File: src/rtl/ifd_pkg.sv
package ifd_pkg;
  localparam int BYTE_W = 8;
  localparam int WORD_W = 2 * BYTE_W;
  localparam int REG_W  = 5;
  localparam int IMM_W  = 8;
  localparam int IO_W   = 6;
  localparam int SEL_W  = 3;
  localparam int OFF_W  = 12;
  localparam int BR_W   = 7;
  localparam int OP_W   = 6;

  typedef enum logic [OP_W-1:0] {
    OP_NOP, OP_ADD, OP_LSL, OP_ADC, OP_ROL, OP_SUB, OP_AND, OP_TST,
    OP_OR, OP_EOR, OP_CLR, OP_MOV, OP_CPI, OP_SUBI, OP_ORI, OP_ANDI,
    OP_LDI, OP_LDS, OP_STS, OP_RJMP, OP_RCALL, OP_BRBS, OP_BRBC,
    OP_COM, OP_NEG, OP_SWAP, OP_INC, OP_ASR, OP_LSR, OP_ROR, OP_DEC,
    OP_IN, OP_OUT, OP_CBI, OP_SBIC, OP_SBI, OP_SBIS
  } ifd_op_e;

  typedef struct packed {
    ifd_op_e          op;
    logic [REG_W-1:0] rd;
    logic [REG_W-1:0] rr;
    logic [IMM_W-1:0] imm;
    logic [IO_W-1:0]  io;
    logic [SEL_W-1:0] sel;
    logic [SEL_W-1:0] bitn;
    logic [OFF_W-1:0] off;
    logic             illegal;
    logic             two_word;
  } ifd_dec_t;

  function automatic logic [REG_W-1:0] fld_rd5(input logic [WORD_W-1:0] w);
    return {w[8], w[7:4]};
  endfunction

  function automatic logic [REG_W-1:0] fld_rr5(input logic [WORD_W-1:0] w);
    return {w[9], w[3:0]};
  endfunction

  function automatic logic [REG_W-1:0] fld_rd_hi(input logic [WORD_W-1:0] w);
    return {1'b1, w[7:4]};
  endfunction

  function automatic logic [IMM_W-1:0] fld_imm(input logic [WORD_W-1:0] w);
    return {w[11:8], w[3:0]};
  endfunction

  function automatic logic [IO_W-1:0] fld_io6(input logic [WORD_W-1:0] w);
    return {w[10:9], w[3:0]};
  endfunction

  function automatic logic [IO_W-1:0] fld_io5(input logic [WORD_W-1:0] w);
    return {1'b0, w[7:3]};
  endfunction

  function automatic logic [OFF_W-1:0] fld_br_off(input logic [WORD_W-1:0] w);
    return {{(OFF_W-BR_W){w[9]}}, w[9:3]};
  endfunction

  function automatic ifd_dec_t mark_illegal();
    ifd_dec_t d;
    d = '0;
    d.op = OP_NOP;
    d.illegal = 1'b1;
    return d;
  endfunction

  function automatic ifd_dec_t pick_pair(input logic [WORD_W-1:0] w,
                                         input ifd_op_e base, input ifd_op_e alias_op);
    ifd_dec_t d;
    d = '0;
    d.rd = fld_rd5(w);
    d.rr = fld_rr5(w);
    d.op = (d.rd == d.rr) ? alias_op : base;
    return d;
  endfunction

  function automatic ifd_dec_t imm_form(input logic [WORD_W-1:0] w, input ifd_op_e op);
    ifd_dec_t d;
    d = '0;
    d.op  = op;
    d.rd  = fld_rd_hi(w);
    d.imm = fld_imm(w);
    return d;
  endfunction

  function automatic ifd_dec_t single_reg(input logic [WORD_W-1:0] w);
    ifd_dec_t d;
    d = '0;
    d.rd = fld_rd5(w);
    case (w[3:0])
      4'b0000: d.op = OP_COM;
      4'b0001: d.op = OP_NEG;
      4'b0010: d.op = OP_SWAP;
      4'b0011: d.op = OP_INC;
      4'b0101: d.op = OP_ASR;
      4'b0110: d.op = OP_LSR;
      4'b0111: d.op = OP_ROR;
      4'b1010: d.op = OP_DEC;
      default: d = mark_illegal();
    endcase
    return d;
  endfunction

  function automatic ifd_dec_t classify(input logic [WORD_W-1:0] w);
    ifd_dec_t d;
    d = '0;
    d.op = OP_NOP;
    casez (w)
      16'h0000:              d.op = OP_NOP;
      16'b0000_11??_????_????: d = pick_pair(w, OP_ADD, OP_LSL);
      16'b0001_11??_????_????: d = pick_pair(w, OP_ADC, OP_ROL);
      16'b0001_10??_????_????: d = pick_pair(w, OP_SUB, OP_SUB);
      16'b0010_00??_????_????: d = pick_pair(w, OP_AND, OP_TST);
      16'b0010_10??_????_????: d = pick_pair(w, OP_OR,  OP_OR);
      16'b0010_01??_????_????: d = pick_pair(w, OP_EOR, OP_CLR);
      16'b0010_11??_????_????: d = pick_pair(w, OP_MOV, OP_MOV);
      16'b0011_????_????_????: d = imm_form(w, OP_CPI);
      16'b0101_????_????_????: d = imm_form(w, OP_SUBI);
      16'b0110_????_????_????: d = imm_form(w, OP_ORI);
      16'b0111_????_????_????: d = imm_form(w, OP_ANDI);
      16'b1110_????_????_????: d = imm_form(w, OP_LDI);
      16'b1001_000?_????_0000: begin
        d.op = OP_LDS;
        d.rd = fld_rd5(w);
        d.two_word = 1'b1;
      end
      16'b1001_001?_????_0000: begin
        d.op = OP_STS;
        d.rr = fld_rd5(w);
        d.two_word = 1'b1;
      end
      16'b1001_010?_????_????: d = single_reg(w);
      16'b1001_10??_????_????: begin
        d.io   = fld_io5(w);
        d.bitn = w[2:0];
        case (w[9:8])
          2'b00:   d.op = OP_CBI;
          2'b01:   d.op = OP_SBIC;
          2'b10:   d.op = OP_SBI;
          default: d.op = OP_SBIS;
        endcase
      end
      16'b1011_0???_????_????: begin
        d.op = OP_IN;
        d.rd = fld_rd5(w);
        d.io = fld_io6(w);
      end
      16'b1011_1???_????_????: begin
        d.op = OP_OUT;
        d.rr = fld_rd5(w);
        d.io = fld_io6(w);
      end
      16'b1100_????_????_????: begin
        d.op  = OP_RJMP;
        d.off = w[11:0];
      end
      16'b1101_????_????_????: begin
        d.op  = OP_RCALL;
        d.off = w[11:0];
      end
      16'b1111_00??_????_????: begin
        d.op  = OP_BRBS;
        d.sel = w[2:0];
        d.off = fld_br_off(w);
      end
      16'b1111_01??_????_????: begin
        d.op  = OP_BRBC;
        d.sel = w[2:0];
        d.off = fld_br_off(w);
      end
      default: d = mark_illegal();
    endcase
    return d;
  endfunction
endpackage

File: src/rtl/ifd_byte_pack.sv
module ifd_byte_pack #(
  parameter int BW = ifd_pkg::BYTE_W
) (
  input  logic          clk,
  input  logic          rst,
  input  logic          byte_valid,
  input  logic [BW-1:0] byte_data,
  output logic          word_stb,
  output logic [2*BW-1:0] word
);
  logic          half_q;
  logic [BW-1:0] low_q;
  logic [2*BW-1:0] word_q;
  logic          stb_q;

  always_ff @(posedge clk) begin
    if (rst) begin
      half_q <= 1'b0;
      low_q  <= '0;
      word_q <= '0;
      stb_q  <= 1'b0;
    end else begin
      stb_q <= 1'b0;
      if (byte_valid) begin
        if (!half_q) begin
          low_q  <= byte_data;
          half_q <= 1'b1;
        end else begin
          word_q <= {byte_data, low_q};
          stb_q  <= 1'b1;
          half_q <= 1'b0;
        end
      end
    end
  end

  assign word_stb = stb_q;
  assign word     = word_q;
endmodule

File: src/rtl/ifd_word_decode.sv
module ifd_word_decode
  import ifd_pkg::*;
(
  input  logic [WORD_W-1:0] word,
  output ifd_dec_t          dec
);
  always_comb dec = classify(word);
endmodule

File: src/rtl/ifd_seq.sv
module ifd_seq
  import ifd_pkg::*;
(
  input  logic              clk,
  input  logic              rst,
  input  logic              word_stb,
  input  logic [WORD_W-1:0] word,
  input  ifd_dec_t          dec_in,
  output logic              out_valid,
  output ifd_dec_t          out_dec,
  output logic [WORD_W-1:0] out_addr,
  output logic              pending
);
  logic          pend_q;
  ifd_dec_t      held_q;
  ifd_dec_t      out_q;
  logic          valid_q;
  logic [WORD_W-1:0] addr_q;

  always_ff @(posedge clk) begin
    if (rst) begin
      pend_q  <= 1'b0;
      held_q  <= '0;
      out_q   <= '0;
      valid_q <= 1'b0;
      addr_q  <= '0;
    end else begin
      valid_q <= 1'b0;
      if (word_stb) begin
        if (pend_q) begin
          valid_q <= 1'b1;
          out_q   <= held_q;
          addr_q  <= word;
          pend_q  <= 1'b0;
        end else if (dec_in.two_word) begin
          held_q  <= dec_in;
          pend_q  <= 1'b1;
        end else begin
          valid_q <= 1'b1;
          out_q   <= dec_in;
          addr_q  <= '0;
        end
      end
    end
  end

  assign out_valid = valid_q;
  assign out_dec   = out_q;
  assign out_addr  = addr_q;
  assign pending   = pend_q;
endmodule

File: src/rtl/insn_fetch_decoder.sv
module insn_fetch_decoder
  import ifd_pkg::*;
(
  input  logic        clk,
  input  logic        rst,
  input  logic        byte_valid,
  input  logic [7:0]  byte_data,
  output logic        dec_valid,
  output logic        dec_illegal,
  output logic [5:0]  dec_op,
  output logic [4:0]  dec_rd,
  output logic [4:0]  dec_rr,
  output logic [7:0]  dec_imm,
  output logic [5:0]  dec_io,
  output logic [2:0]  dec_sel,
  output logic [2:0]  dec_bit,
  output logic [11:0] dec_off,
  output logic [15:0] dec_addr
);
  logic              word_stb;
  logic [WORD_W-1:0] word;
  ifd_dec_t          word_dec;
  ifd_dec_t          out_dec;
  logic              out_valid;
  logic              pending;

  ifd_byte_pack #(.BW(BYTE_W)) u_pack (
    .clk(clk), .rst(rst), .byte_valid(byte_valid), .byte_data(byte_data),
    .word_stb(word_stb), .word(word)
  );

  ifd_word_decode u_dec (.word(word), .dec(word_dec));

  ifd_seq u_seq (
    .clk(clk), .rst(rst), .word_stb(word_stb), .word(word), .dec_in(word_dec),
    .out_valid(out_valid), .out_dec(out_dec), .out_addr(dec_addr), .pending(pending)
  );

  assign dec_valid   = out_valid;
  assign dec_illegal = out_valid & out_dec.illegal;
  assign dec_op      = out_dec.op;
  assign dec_rd      = out_dec.rd;
  assign dec_rr      = out_dec.rr;
  assign dec_imm     = out_dec.imm;
  assign dec_io      = out_dec.io;
  assign dec_sel     = out_dec.sel;
  assign dec_bit     = out_dec.bitn;
  assign dec_off     = out_dec.off;
endmodule

File: config.mk
export PLATFORM = sky130hd
export DESIGN_NAME = insn_fetch_decoder
export DESIGN_NICKNAME = d
export VERILOG_FILES = /design/src/rtl/ifd_pkg.sv /design/src/rtl/ifd_byte_pack.sv /design/src/rtl/ifd_word_decode.sv /design/src/rtl/ifd_seq.sv /design/src/rtl/insn_fetch_decoder.sv
export SDC_FILE = /design/constraint.sdc
export NUM_CORES = 1
export LEC_CHECK = 0
export BUFFER_PORTS_ARGS = -buffer_cell sky130_fd_sc_hd__buf_2
export CORE_MARGIN = 2
export CORE_UTILIZATION = 57
export CTS_BUF_LIST = sky130_fd_sc_hd__clkbuf_4
export CTS_CLUSTER_SIZE = 28
export DETAILED_ROUTE_END_ITERATION = 16
export HOLD_SLACK_MARGIN = 0.02
export PLACE_DENSITY_LB_ADDON = 0.25
export SLEW_MARGIN = 20
export SYNTH_ARGS = -nofsm -noshare
export SYNTH_HDL_FRONTEND = slang
export SYNTH_SLANG_ARGS = --single-unit
export TNS_END_PERCENT = 5
File: constraint.sdc
create_clock -name clk -period 3 [get_ports clk]
set_input_delay 0.3 -clock clk [delete_from_list [all_inputs] [get_ports clk]]
set_output_delay 0.3 -clock clk [all_outputs]
set_load 0.03 [all_outputs]
# --- After elaboration in Yosys (flattened, before gate mapping) ---
# Index checks and enable logic that the tools add are counted.
# W data, S select, Z words.
totals:
  reg_bits: 143
  wordCells: 110
op_classes:
  n_eq_ne: 33
  mux: 27
  n_bitwise: 5
  reduce_logical: 19
op_table:
  columns: ["op", "count"]
  rows:
  - ["$pmux W6 S22", 1]
  - ["$mux W50", 2]
  - ["$mux W44", 1]
  - ["$pmux W5 S8", 1]
  - ["$pmux W12 S3", 1]
  - ["$mux W16", 2]
  - ["$pmux W5 S3", 2]
  - ["$eq A4 B3 Y1 const B", 6]
  - ["$eq A6 B4 Y1 const B", 4]
  - ["$eq A11 B11 Y1 const B", 2]
  - ["$reduce_or A22 Y1", 1]
  - ["$eq A6 B6 Y1 const B", 3]
  - ["$pmux W6 S3", 1]
  - ["$eq A4 B4 Y1 const B", 4]
  - ["$logic_not A16 Y1", 1]
  - ["$pmux W8 S2", 1]
  - ["$reduce_or A2 Y1", 7]
  - ["$eq A4 B2 Y1 const B", 3]
  - ["$eq A6 B3 Y1 const B", 2]
  - ["$pmux W3 S2", 2]
  - ["$eq A5 B5 Y1 const B", 2]
  - ["$pmux W3 S3", 1]
  - ["$reduce_or A9 Y1", 1]
  - ["$reduce_or A8 Y1", 1]
  - ["other kinds (19)", 32]

# --- Depth between registers and ports, before layout ---
logic_depth:
  ltp_word: 6
  ltp_mapped: 9
  ltp_nobuf: 7

# --- Modules after synthesis ---
# A second synthesis with hierarchy kept.
unflattened:
  cells_unflattened: 710
  area_unflattened_um2: 6518.8
by_module_without_submodules:
  columns: ["mod", "n_inst", "cells_per_inst", "area_each_um2"]
  rows:
  - ["ifd_seq", 1, 427, 4312.9]
  - ["ifd_word_decode", 1, 187, 1159.9]
  - ["ifd_byte_pack", 1, 95, 1039.7]
  - ["insn_fetch_decoder", 1, 1, 6.3]

# --- Worst setup path before layout ---
# Ideal clock, no wire load.
synth_timing:
  path_type: "register -> register"
  start: "reg u_pack.word_q[9] (netlist: u_pack.word[9])"
  end: "reg u_seq.out_q (netlist bit u_seq.out_dec[45])"
  t_arrival_ns: 1.956
  required_ns: 2.878
  path_slack_ns: 0.922
  stages_incl_launch_ff: 10
  period_less_slack_ns: 2.078
  cell_sequence: "dfxtp_1 -> clkbuf_1 -> buf_2 -> inv_1 -> ha_1 -> nor2_1 -> nand4_1 -> xnor2_1 -> a22o_1 -> a221o_1"
synth_via:
  elab_chain_cells: 5
  elab_cells_between_ends: 18
  classes_between: "7 x eq/ne; 8 x mux; 3 x reduce/logical"
synth_rtl:
  columns: ["element", "line_no", "text"]
  rows:
  - ["from (decl)", "ifd_byte_pack.sv:13", "logic [2*BW-1:0] word_q;"]
  - ["from (signal assigned)", "ifd_byte_pack.sv:29", "word_q <= {byte_data, low_q};"]
  - ["$eq A2 B2 Y1, or another cell as far along", "ifd_pkg.sv:138", "case (w[9:8])"]
  - ["$pmux W3 S3, or another cell as far along", "ifd_pkg.sv:138", null]
  - ["$pmux W6 S22 or $pmux W1 S2 (tied branches)", "ifd_pkg.sv:110", "casez (w)"]
  - ["$mux W50 or $ne A2 B1 Y1 (tied branches)", null, null]
  - ["$mux W50 or $reduce_and A2 Y1 (tied branches)", null, null]
  - ["to (signal assigned)", "ifd_seq.sv:32", "out_q <= held_q;"]
  - ["to (signal assigned)", "ifd_seq.sv:40", "out_q <= dec_in;"]
  - ["to (decl)", "ifd_seq.sv:16", "ifd_dec_t out_q;"]
# Parallel ways exist; a longest one is shown, timed or not. The select of a mux whose other input is x is not followed.
# A chain may end at the register's enable or synchronous reset.

# --- Worst setup path after layout ---
layout_timing:
  start: "reg u_pack.word_q[2] (netlist: u_pack.word[2])"
  end: "reg u_seq.out_q (netlist bit u_seq.out_dec[11])"
layout_via:
  elab_chain_cells: 5
  elab_cells_between_ends: 6
  classes_between: "3 x eq/ne; 1 x mux; 2 x reduce/logical"
layout_rtl:
  columns: ["element", "line_no"]
  rows:
  - ["$eq A11 B11 Y1", "ifd_pkg.sv:110"]
  - ["$reduce_or A2 Y1 (no line) *", null]
  - ["$pmux W1 S2 *", "ifd_pkg.sv:110"]
  - ["$ne A2 B1 Y1 (no line) *", null]
  - ["$reduce_and A2 Y1 (no line) *", null]
# Every way passes the cells marked *; elsewhere a longest branch is shown, timed or not.

==> impl_metrics.py <==
metrics = {
    "status": {
        "status": "finished clean",
    },
    "worst_setup_path": {
        "critPathMaxFanout": 24,
        "path_cells": "nor4_4 > nand3_2 > o21a_1 > buf_4 > buf_12 > nor2_1 > a311oi_1",
        "end_kind": "flop",
        "worstPathArrival_ps": 3000,
        "worstSetupPathType": "reg -> reg",
        "worstSetupStartpointType": "flop",
        "slowest_stage": "dfxtp_1",
        "rr_startpoint": "u_pack.word[2]$_SDFFE_PP0P_",
        "worstSetupStartpoint": "u_pack.word[2]$_SDFFE_PP0P_",
        "worstPathRequired_ps": 3470,
        "cpPeakStageDelay_ps": 730,
    },
    "final_layout": {
        "layout.nets": 737,
        "nFillCells": 939,
        "area_delta_synth_final_pct": 7.91,
        "finalInstanceArea_mm2": 0.00682,
        "antenna_cells": 0,
        "final_util": 0.630,
        "drive_above_1_share": 0.204,
    },
    "placement": {
        "place.gp.congestion": 0.942,
        "port_buffers": 76,
        "place_hpwl_um": 10400,
        "place_area_mm2": 0.00645,
    },
    "synthesis": {
        "ys_async_sr_fraction": 0,
        "synth_seq_area_share": 0.450,
        "yosys-top-cells-count": "dfxtp_1, nand2_1, nor2_1",
        "synth_edf_count": 0,
        "syn_nets": 722,
        "synth_most_common_cell": "dfxtp_1",
        "syn_inst": 708,
        "synth_area_mm2": 0.00632,
        "yosys-top-cells-area": "dfxtp_1, buf_4, a22o_1",
        "synth_warnings": 0,
        "ys_ff_latch": 142,
        "ys_types": 60,
        "yosysTopAreaCellShare": 0.450,
        "syn_area_per_cell_um2": 8.93,
        "synth-main-ff-cell": "dfxtp_1",
        "yosysTopAreaCell": "dfxtp_1",
    },
    "sta": {
        "rsz0062_at_grt": "no",
        "finalHoldViolations": 0,
        "fmax_mhz": 394,
        "setup-tns-final_ps": 0,
        "slew_headroom": 0.416,
        "skew_ps": 15.3,
        "timing.final.crit_share": 0.846,
        "setup_violations": 0,
        "period_minus_slack_ps": 2540,
        "slew_violations": 0,
        "max_slew.worst_pin.slew_ps": 876,
    },
    "global_routing": {
        "grt_max_degree": 66,
        "grt_usage": 0.279,
        "grt_pass1_wl_um": 25500,
        "grt_pass1_vias": 4972,
        "grt_overflow": 0,
        "antenna_found_initial": 0,
    },
    "floorplan": {
        "pin_count": 77,
        "die_height_um": 109,
        "start_util": 0.583,
        "die_width_um": 109,
        "die_area_mm2": 0.0120,
        "fp-row-count": 38,
        "core_mm2": 0.0108,
    },
    "pwr": {
        "p_total_w": 0.00348,
        "power.density_mw_per_mm2": 509,
        "leakage_nw": 2.74,
        "irDropWorstVdd_v": 0.000365,
    },
    "cts": {
        "clk_path_buf_depth": 2,
        "cts_buffers": 17,
        "postCtsHoldBufs": 8,
        "clkSlewWorstSetupHoldPaths_ps": 120,
        "ctsRootBufferMaster": "clkbuf_4",
        "cts_setup_buffers": 0,
        "clock_latency_ps": 550,
        "cts_resized": 0,
        "h-tree-depth": 4,
        "cts_tree": "done",
        "numClockSinks": 142,
    },
    "detailed_routing": {
        "wl_um": 16200,
        "drc": 0,
        "drtIter0Drc": 511,
        "wire_per_inst_um": 18.5,
        "via_per_inst": 6.09,
        "antenna_left": 0,
        "dr.pass1.iters": 5,
        "via_count": 5336,
    },
    "run": {
        "cap_violations": 0,
    },
    "min_path": {
        "holdCritPathClass": "in -> reg",
        "worstHoldStart": "byte_valid",
    },
}
through the flow:
step | hold WS (ps) | setup WS, ps | std cells
finish | 81.0 | 463 | 876
global route | 92.9 | 272 | 876
CTS | 48.7 | 463 | 876
detailed placement | 436 | 496 | 836
global placement | 434 | 558 | 836
floorplan | 420 | 922 | 708
layout by cell type (no fill, tap or decap), types with 7 or more instances in the layout:
cell type,Yosys,layout
nand2b_1,7,7
and2_1,38,38
buf_2,20,76
a221o_1,22,22
clkbuf_4,0,19
a211oi_1,13,13
dfxtp_1,142,141
nor2b_1,10,10
nor3_1,26,26
a221oi_1,15,15
buf_4,51,25
a21oi_1,48,48
dlygate4sd3_1,0,8
o21ai_0,16,16
nand2_1,54,54
a22o_1,34,34
and3_1,7,7
o211ai_1,23,23
nor2_1,52,52
inv_1,12,12
routing by layer:
metal | global-route usage | vias to the layer above | routed length (um)
met3 | 0.0551 | 38 | 1090
met4 | 0.120 | 0 | 472
met2 | 0.439 | 226 | 7480
li1 | - | 2526 | -
met1 | 0.374 | 2546 | 7130
met5 | 0 | - | 0
state kept, by name, summed over array words and instances, names as in the netlist:
name and flops:
u_seq.held_q 49, u_seq.out_dec 49, u_pack.word 16, u_seq.out_addr 16, u_pack.low_q 8, u_pack.half_q 1
u_pack.word_stb 1, u_seq.out_valid 1, u_seq.pending 1
kinds of logic (layout without fill, tap and decap cells):
group                      count (synthesis)  after routing  share of synthesized area
adders and majority gates                  3              3                    0.00594
xor gates and xnor gates                   6              6                    0.00831
AOI/OAI and AO/OA                        207            207                      0.242
buffers and inverters                    127            155                      0.110
DFF                                      142            142                      0.450
and+or+nand+nor                          223            223                      0.184
final cells by class:
cell class                      count  area [um^2]  share of cell area
Timing Repair Buffer              110          668              0.0979
Sequential cell                   142         2840               0.417
Clock inverter                     13          146              0.0215
Inverter                           13         48.8             0.00715
Tap cell                          140          175              0.0257
Multi-Input combinational cell    439         2800               0.410
Clock buffer                       19          143              0.0209
worst max-delay path, delay by kind of cell, from the launching register on:
kind,cells,cell delay (ps)
and+or+nand+nor,3,360
buffers and inverters,2,430
AOI/OAI and AO/OA,2,920
DFF,1,730
power by group:
part / switching, W / total, W / internal (W)
combinational: 0.000187 / 0.000282 / 0.0000950
sequential: 0.0000210 / 0.00193 / 0.00191
clock: 0.000676 / 0.00126 / 0.000586
path summary, 6_finish.rpt:
| check | to | slack (ps) | cells past startpoint |
|---|---|---|---|
| worst max-delay path | u_seq.out_dec[11]$_SDFFE_PP0P_ | 460 | 7 |
| worst max register to register | u_seq.out_dec[11]$_SDFFE_PP0P_ | 460 | 7 |
| worst min register to register | u_seq.out_dec[47]$_SDFFE_PP0P_ | 460 | 2 |
| worst min-delay path | u_pack.half_q$_SDFFE_PP0P_ | 80 | 3 |
Note: power is estimated with default switching activity, not from simulation.
